==> config.mk <==
export PLATFORM = sky130hd
export DESIGN_NAME = tmr_bank_regs
export DESIGN_NICKNAME = d
export VERILOG_FILES = /design/src/rtl/tbr_pkg.sv /design/src/rtl/tbr_decode.sv /design/src/rtl/tbr_ctrl_seq.sv /design/src/rtl/tbr_chan.sv /design/src/rtl/tmr_bank_regs.sv
export SDC_FILE = /design/constraint.sdc
export NUM_CORES = 2
export LEC_CHECK = 0
export ABC_CLOCK_PERIOD_IN_PS = 4300
export BUFFER_PORTS_ARGS = -buffer_cell sky130_fd_sc_hd__buf_2
export CORE_ASPECT_RATIO = 0.5
export CORE_MARGIN = 1
export CORE_UTILIZATION = 35
export CTS_BUF_LIST = sky130_fd_sc_hd__clkbuf_4 sky130_fd_sc_hd__clkbuf_8 sky130_fd_sc_hd__clkbuf_16
export CTS_CLUSTER_DIAMETER = 40
export DETAILED_ROUTE_END_ITERATION = 8
export SLEW_MARGIN = 25
export SYNTH_ARGS = -nofsm -noshare
export SYNTH_HDL_FRONTEND = slang
export SYNTH_HIERARCHICAL = 1
export SYNTH_SLANG_ARGS = --single-unit
==> constraint.sdc <==
create_clock -name clk -period 4.3 [get_ports clk]
set_clock_uncertainty 0.05 [all_clocks]
set_input_delay 0.43 -clock clk [delete_from_list [all_inputs] [get_ports clk]]
set_output_delay 0.43 -clock clk [all_outputs]
set_load 0.005 [all_outputs]
==> src/rtl/tbr_pkg.sv <==
package tbr_pkg;

    localparam int ADDR_W = 12;
    localparam int CTL_W  = 4;

    localparam logic [ADDR_W-1:0] LO_LAST   = 12'h02C;
    localparam logic [ADDR_W-1:0] CTRL_OFF  = 12'h030;
    localparam logic [ADDR_W-1:0] CTRL2_OFF = 12'h034;
    localparam logic [ADDR_W-1:0] HI_FIRST  = 12'h040;
    localparam logic [ADDR_W-1:0] HI_LAST   = 12'h08C;

    typedef struct packed {
        logic pulse;
        logic ovf_ie;
        logic ext_clk;
        logic en;
    } ch_ctl_t;

    typedef enum logic [2:0] {
        ACC_CHAN,
        ACC_CTRL,
        ACC_CTRL2,
        ACC_BAD
    } acc_kind_t;

    typedef enum logic [1:0] {
        CR_COUNT  = 2'd0,
        CR_RELOAD = 2'd1,
        CR_MATCHA = 2'd2,
        CR_MATCHB = 2'd3
    } chreg_t;

    typedef enum logic [1:0] {
        SEQ_IDLE,
        SEQ_STOP,
        SEQ_CFG,
        SEQ_START
    } seq_t;

    typedef struct packed {
        acc_kind_t  kind;
        logic [2:0] ch;
        chreg_t     rsel;
    } dec_t;

    function automatic dec_t decode_off(input logic [ADDR_W-1:0] a);
        dec_t       d;
        logic [3:0] hi_idx;
        d.kind = ACC_BAD;
        d.ch   = 3'd0;
        d.rsel = CR_COUNT;
        hi_idx = a[7:4] - 4'd1;
        if (a[1:0] == 2'b00) begin
            if (a <= LO_LAST) begin
                d.kind = ACC_CHAN;
                d.ch   = {1'b0, a[5:4]};
                d.rsel = chreg_t'(a[3:2]);
            end else if (a == CTRL_OFF) begin
                d.kind = ACC_CTRL;
            end else if (a == CTRL2_OFF) begin
                d.kind = ACC_CTRL2;
            end else if (a >= HI_FIRST && a <= HI_LAST) begin
                d.kind = ACC_CHAN;
                d.ch   = hi_idx[2:0];
                d.rsel = chreg_t'(a[3:2]);
            end
        end
        return d;
    endfunction

endpackage

==> src/rtl/tbr_decode.sv <==
module tbr_decode
    import tbr_pkg::*;
(
    input  logic [ADDR_W-1:0] addr,
    input  logic              wr_en,
    input  logic              rd_en,
    output dec_t              dec,
    output logic              wr_chan,
    output logic              wr_ctrl,
    output logic              rd_any
);
    always_comb begin
        dec     = decode_off(addr);
        wr_chan = wr_en && (dec.kind == ACC_CHAN);
        wr_ctrl = wr_en && (dec.kind == ACC_CTRL);
        rd_any  = rd_en;
    end
endmodule

==> src/rtl/tbr_ctrl_seq.sv <==
module tbr_ctrl_seq
    import tbr_pkg::*;
#(
    parameter int NCH         = 8,
    parameter int PULSE_FIRST = 4
) (
    input  logic                  clk,
    input  logic                  rst,
    input  logic                  wr_ctrl,
    input  logic [NCH*CTL_W-1:0]  wdata,
    output logic [NCH*CTL_W-1:0]  ctrl_q,
    output seq_t                  state_q,
    output logic [NCH-1:0]        run_q,
    output logic [NCH-1:0]        ext_q,
    output logic [NCH-1:0]        ovf_q,
    output logic [NCH-1:0]        pulse_q
);
    localparam int CW = NCH * CTL_W;

    logic [CW-1:0]  old_q;
    ch_ctl_t        old_c [NCH];
    ch_ctl_t        new_c [NCH];
    logic [NCH-1:0] stop_m, start_m, ext_flip, ovf_flip, pulse_flip, pulse_ok;

    for (genvar g = 0; g < NCH; g++) begin : g_lane
        assign old_c[g]      = old_q[g*CTL_W +: CTL_W];
        assign new_c[g]      = ctrl_q[g*CTL_W +: CTL_W];
        assign stop_m[g]     = old_c[g].en & ~new_c[g].en;
        assign start_m[g]    = ~old_c[g].en & new_c[g].en;
        assign ext_flip[g]   = old_c[g].ext_clk ^ new_c[g].ext_clk;
        assign ovf_flip[g]   = old_c[g].ovf_ie ^ new_c[g].ovf_ie;
        assign pulse_flip[g] = old_c[g].pulse ^ new_c[g].pulse;
        assign pulse_ok[g]   = (g >= PULSE_FIRST);
    end

    always_ff @(posedge clk) begin
        if (rst) begin
            state_q <= SEQ_IDLE;
            old_q   <= '0;
            ctrl_q  <= '0;
            run_q   <= '0;
            ext_q   <= '0;
            ovf_q   <= '0;
            pulse_q <= '0;
        end else begin
            unique case (state_q)
                SEQ_IDLE: begin
                    if (wr_ctrl) begin
                        old_q   <= ctrl_q;
                        ctrl_q  <= wdata;
                        state_q <= SEQ_STOP;
                    end
                end
                SEQ_STOP: begin
                    run_q   <= run_q & ~stop_m;
                    state_q <= SEQ_CFG;
                end
                SEQ_CFG: begin
                    ext_q   <= ext_q ^ ext_flip;
                    ovf_q   <= ovf_q ^ ovf_flip;
                    pulse_q <= pulse_q ^ (pulse_flip & pulse_ok);
                    state_q <= SEQ_START;
                end
                SEQ_START: begin
                    run_q   <= run_q | start_m;
                    state_q <= SEQ_IDLE;
                end
                default: state_q <= SEQ_IDLE;
            endcase
        end
    end
endmodule

==> src/rtl/tbr_chan.sv <==
module tbr_chan
    import tbr_pkg::*;
#(
    parameter int DW = 32
) (
    input  logic          clk,
    input  logic          rst,
    input  logic          wr_sel,
    input  chreg_t        rsel,
    input  logic [DW-1:0] wdata,
    input  logic          run,
    input  logic          ovf_ie,
    input  logic          expire,
    input  logic [DW-1:0] cnt,
    output logic [DW-1:0] rd_val,
    output logic          load,
    output logic [DW-1:0] reload,
    output logic          irq
);
    logic [DW-1:0] mat_a_q, mat_b_q;
    logic          fire;

    assign fire = expire && run && (ovf_ie || mat_a_q == '0 || mat_b_q == '0);

    always_ff @(posedge clk) begin
        if (rst) begin
            reload  <= '0;
            mat_a_q <= '0;
            mat_b_q <= '0;
            load    <= 1'b0;
            irq     <= 1'b0;
        end else begin
            load <= 1'b0;
            if (wr_sel) begin
                unique case (rsel)
                    CR_COUNT:  load    <= run;
                    CR_RELOAD: reload  <= wdata;
                    CR_MATCHA: mat_a_q <= wdata;
                    CR_MATCHB: mat_b_q <= wdata;
                    default: ;
                endcase
            end
            if (fire) begin
                irq <= ~irq;
            end
        end
    end

    always_comb begin
        unique case (rsel)
            CR_COUNT:  rd_val = cnt;
            CR_RELOAD: rd_val = reload;
            CR_MATCHA: rd_val = mat_a_q;
            CR_MATCHB: rd_val = mat_b_q;
            default:   rd_val = '0;
        endcase
    end
endmodule

==> src/rtl/tmr_bank_regs.sv <==
module tmr_bank_regs
    import tbr_pkg::*;
#(
    parameter int NCH         = 8,
    parameter int DW          = 32,
    parameter int PULSE_FIRST = 4
) (
    input  logic              clk,
    input  logic              rst,
    input  logic              wr_en,
    input  logic              rd_en,
    input  logic [ADDR_W-1:0] addr,
    input  logic [DW-1:0]     wdata,
    output logic [DW-1:0]     rdata,
    input  logic [NCH*DW-1:0] cnt_i,
    input  logic [NCH-1:0]    expire_i,
    output logic [NCH-1:0]    run_o,
    output logic [NCH-1:0]    extclk_o,
    output logic [NCH-1:0]    ovfie_o,
    output logic [NCH-1:0]    pulse_o,
    output logic [NCH-1:0]    load_o,
    output logic [DW-1:0]     load_val_o,
    output logic [NCH*DW-1:0] reload_o,
    output logic [NCH-1:0]    irq_o
);
    localparam int CW = NCH * CTL_W;

    dec_t          dec;
    logic          wr_chan, wr_ctrl, rd_any;
    logic [CW-1:0] ctrl_q;
    seq_t          seq_state;
    logic [DW-1:0] chan_rd [NCH];
    logic [DW-1:0] rd_next;

    tbr_decode u_dec (
        .addr    (addr),
        .wr_en   (wr_en),
        .rd_en   (rd_en),
        .dec     (dec),
        .wr_chan (wr_chan),
        .wr_ctrl (wr_ctrl),
        .rd_any  (rd_any)
    );

    tbr_ctrl_seq #(.NCH(NCH), .PULSE_FIRST(PULSE_FIRST)) u_seq (
        .clk     (clk),
        .rst     (rst),
        .wr_ctrl (wr_ctrl),
        .wdata   (wdata[CW-1:0]),
        .ctrl_q  (ctrl_q),
        .state_q (seq_state),
        .run_q   (run_o),
        .ext_q   (extclk_o),
        .ovf_q   (ovfie_o),
        .pulse_q (pulse_o)
    );

    for (genvar g = 0; g < NCH; g++) begin : g_ch
        tbr_chan #(.DW(DW)) u_ch (
            .clk    (clk),
            .rst    (rst),
            .wr_sel (wr_chan && (32'(dec.ch) == g)),
            .rsel   (dec.rsel),
            .wdata  (wdata),
            .run    (run_o[g]),
            .ovf_ie (ovfie_o[g]),
            .expire (expire_i[g]),
            .cnt    (cnt_i[g*DW +: DW]),
            .rd_val (chan_rd[g]),
            .load   (load_o[g]),
            .reload (reload_o[g*DW +: DW]),
            .irq    (irq_o[g])
        );
    end

    always_comb begin
        unique case (dec.kind)
            ACC_CHAN:  rd_next = chan_rd[dec.ch];
            ACC_CTRL:  rd_next = DW'(ctrl_q);
            default:   rd_next = '0;
        endcase
    end

    always_ff @(posedge clk) begin
        if (rst) begin
            rdata      <= '0;
            load_val_o <= '0;
        end else begin
            if (rd_any) begin
                rdata <= rd_next;
            end
            if (wr_chan && dec.rsel == CR_COUNT) begin
                load_val_o <= wdata;
            end
        end
    end
endmodule

==> impl_metrics.ini <==
[global_route]
grt-ovfl-total = 0
grt_max_degree = 163
grt_pass1_vias = 39400
grt_use_total = 0.320
antenna_found_initial = 16
grt_pass1_wl_um = 293000

[worst_setup_path]
critical_path_arrival_ns = 4.04
startpoint_type = input port
r2r_end = rdata[23]$_SDFFE_PP0P_
cp_max_fo = 53
startpoint = addr[8]
reg2reg_slack_ns = 2.01
rr_worst_depth = 5
timing.rr.start = g_ch[2].u_ch/reload[23]$_SDFFE_PP0P_
critical_path_class = input port to flip-flop
required_ns = 4.83
end_kind = flip-flop

[synth]
netlist_area_um2 = 44100
yosys_warnings = 6
async_flop_share = 0
yosysSeqAreaShare = 0.426
ys.flop_type = dfxtp_1
syn_inst = 5006
synth-edff-count = 0
ys_types = 60
syn_area_per_cell_um2 = 8.81
synth-seq-cells = 938

[pwr]
p_comb_frac = 0.061
power.ir.vdd_worst_uv = 321
power_per_cell_area_nw_per_um2 = 392
p_leak_nw = 18.2
power_mw = 20.4
power_switching_mw = 5.20
swShare = 0.254
clkPwrFrac = 0.514
intPower_mw = 15.3
pwr-share-seq = 0.425

[clock_network]
h-tree-depth = 3
cts_root_buffer = clkbuf_16
cts_made_buffers = 115
cts_hold_buf = 3
path_clk_slew_ns = 0.06
max-clock-path-buffers = 3
cts_num_sinks = 938
postCtsSetupBuffers = 0
cts_resized = 0
clk_latency_ns = 0.74
cts_tree = built

[floorplanning]
design.die.area_um2 = 127000
core_area_um2 = 124000
fp-row-count = 91
die_y_um = 253
die-width_um = 504
num_io_pins = 680
initial_core_util = 0.355

[cells_and_area]
layout-drive-gt1-share = 0.250
areaGrowthSynthToFinish_pct = 18.3
finalNetCount = 5856

[timing]
slew_violations = 0
rsz0062_at_grt = false
hold_viol = 0
fmax_ghz = 0.285
worstMarginPinSlew_ns = 1.22
finalSetupViolations = 0
period_share = 0.815
fin_crit_ns = 3.50
fin_setup_tns_ns = 0
slew_headroom = 0.189

[hold_path]
hp-class = input port to flip-flop
min-delay-start = expire_i[6]
min_path_cells = 4
holdPathEnd = g_ch[6].u_ch/irq$_SDFFE_PP0P_

[routing]
dr.first_iter.drc_count = 6083
viasPerCell = 5.89
ant_nets = 0
drc = 0
firstDrtPassIters = 6
wl_per_cell_um = 29.2
wirelength_um = 214000
via_count = 43100

[job]
maxCapViolCount = 0

[run_status]
outcome = finished, final reports clean

[placed_design]
port_buffers = 675
gp_congestion = 1.02
dp_hpwl_um = 151000
==> metal layers <==
layer	global-route usage	wire length, um
met1	0.391	78500
met2	0.493	95000
met3	0.0756	22000
met4	0.237	17900
met5	0	92
==> through the flow <==
| step | hold slack [ns] | worst slack, ns | area, um^2 | cells | util |
|---|---|---|---|---|---|
| after global placement | 0.373 | 0.127 | 47900 | 7089 | 0.386 |
| after detailed placement | 0.388 | 0.107 | 48000 | 7090 | 0.387 |
| after global routing | 0.0493 | 0.713 | 52100 | 7309 | 0.420 |
| after floorplan | 0.364 | 0.835 | 44100 | 5009 | - |
| after CTS | 0.00420 | 0.911 | 52100 | 7306 | 0.420 |
| final | 0.0486 | 0.795 | 52200 | 7320 | 0.420 |
==> power by group through the flow <==
stage	registers [mW]	clock network [mW]	logic, mW
after floorplan	8.89	0	0.422
after global placement	8.89	0	1.17
after detailed placement	8.89	0	1.18
after CTS	8.70	10.5	1.19
after global routing	8.69	10.9	1.22
final	8.70	10.5	1.25
==> cell families after synthesis <==
family	Yosys count	share of synthesized area
other	2	0.000170
multiplexers	352	0.154
XOR/XNOR	21	0.00417
AND/OR/NAND/NOR	2119	0.199
flip-flops	938	0.426
adder cells (fa/ha/maj)	8	0.00227
buffers and inverters	424	0.0699
AO/OA/AOI/OAI	1142	0.145
==> synth_stat cells, types with 7 or more instances <==
master	number	share of area
a211oi_1	9	0.0015
a21oi_1	834	0.095
a21oi_2	73	0.015
a22oi_1	41	0.0070
a31o_1	13	0.0026
a31o_2	8	0.0016
a31oi_1	15	0.0021
and3_1	12	0.0017
and3b_1	8	0.0016
and4b_1	8	0.0018
buf_1	8	0.00068
buf_12	7	0.0032
buf_2	118	0.013
buf_4	41	0.0070
buf_6	142	0.036
clkbuf_1	93	0.0079
dfxtp_1	938	0.43
ha_1	8	0.0023
inv_1	14	0.0012
mux2_2	16	0.0041
mux2i_1	76	0.017
mux4_2	258	0.13
nand2_1	1767	0.15
nand2b_1	40	0.0057
nand3_1	12	0.0014
nand3b_1	9	0.0015
nand4_1	32	0.0045
nor2_1	52	0.0044
nor2_2	8	0.0011
nor2b_1	10	0.0014
nor3_1	9	0.0010
nor4_1	129	0.018
o211ai_1	8	0.0014
o21ai_0	48	0.0054
o21ai_1	31	0.0035
o21bai_1	8	0.0014
o22a_1	16	0.0032
o22ai_1	30	0.0043
or2_1	11	0.0016
xor2_1	21	0.0042
==> placed cells by master (no fill, tap or decap), types with 41 or more instances in the layout <==
cell type,instances
clkbuf_16,116
nor4_1,129
a21oi_1,834
o21ai_0,47
nand2_1,1767
buf_2,667
nor2_1,51
mux4_2,258
mux2i_1,76
buf_4,123
dfxtp_1,938
a22oi_1,41
a21oi_2,73
==> worst max path at each step <==
stage,to,slack (ns),cells after the start
CTS,rdata[28]$_SDFFE_PP0P_,0.91,12
detailed placement,rdata[28]$_SDFFE_PP0P_,0.11,12
global placement,rdata[28]$_SDFFE_PP0P_,0.13,12
global route,rdata[22]$_SDFFE_PP0P_,0.71,10
finish,rdata[22]$_SDFFE_PP0P_,0.80,10
floorplan,rdata[4]$_SDFFE_PP0P_,0.84,10
==> layout make-up <==
type	instances	area, um^2
inverters	14	52.6
repair buffers	820	4830
flip-flops and latches	938	18800
diodes	14	35.0
clock inverters	72	935
fillers	12300	71900
clock buffers	141	3180
well taps	1674	2090
multi-input cells	3647	22300
==> state kept, by name, indices dropped and copies added, names as in the netlist, 8 cells and up <==
register,cells
g_ch.u_ch/mat_a_q,256
g_ch.u_ch/mat_b_q,256
g_ch.u_ch/reload,256
load_val_o,32
rdata,32
u_seq/ctrl_q,32
u_seq/old_q,28
g_ch.u_ch/irq,8
g_ch.u_ch/load,8
u_seq/ext_q,8
u_seq/ovf_q,8
u_seq/run_q,8
==> critical path: stages <==
cell	delay (ns)
buf_2	0.10
or4_4	0.56
nor3_4	0.25
and3_4	0.39
buf_4	0.23
buf_12	0.33
buf_4	0.27
mux4_2	0.51
o21ai_0	0.75
o21ai_1	0.15
Note: power is estimated with default switching activity, not from simulation.
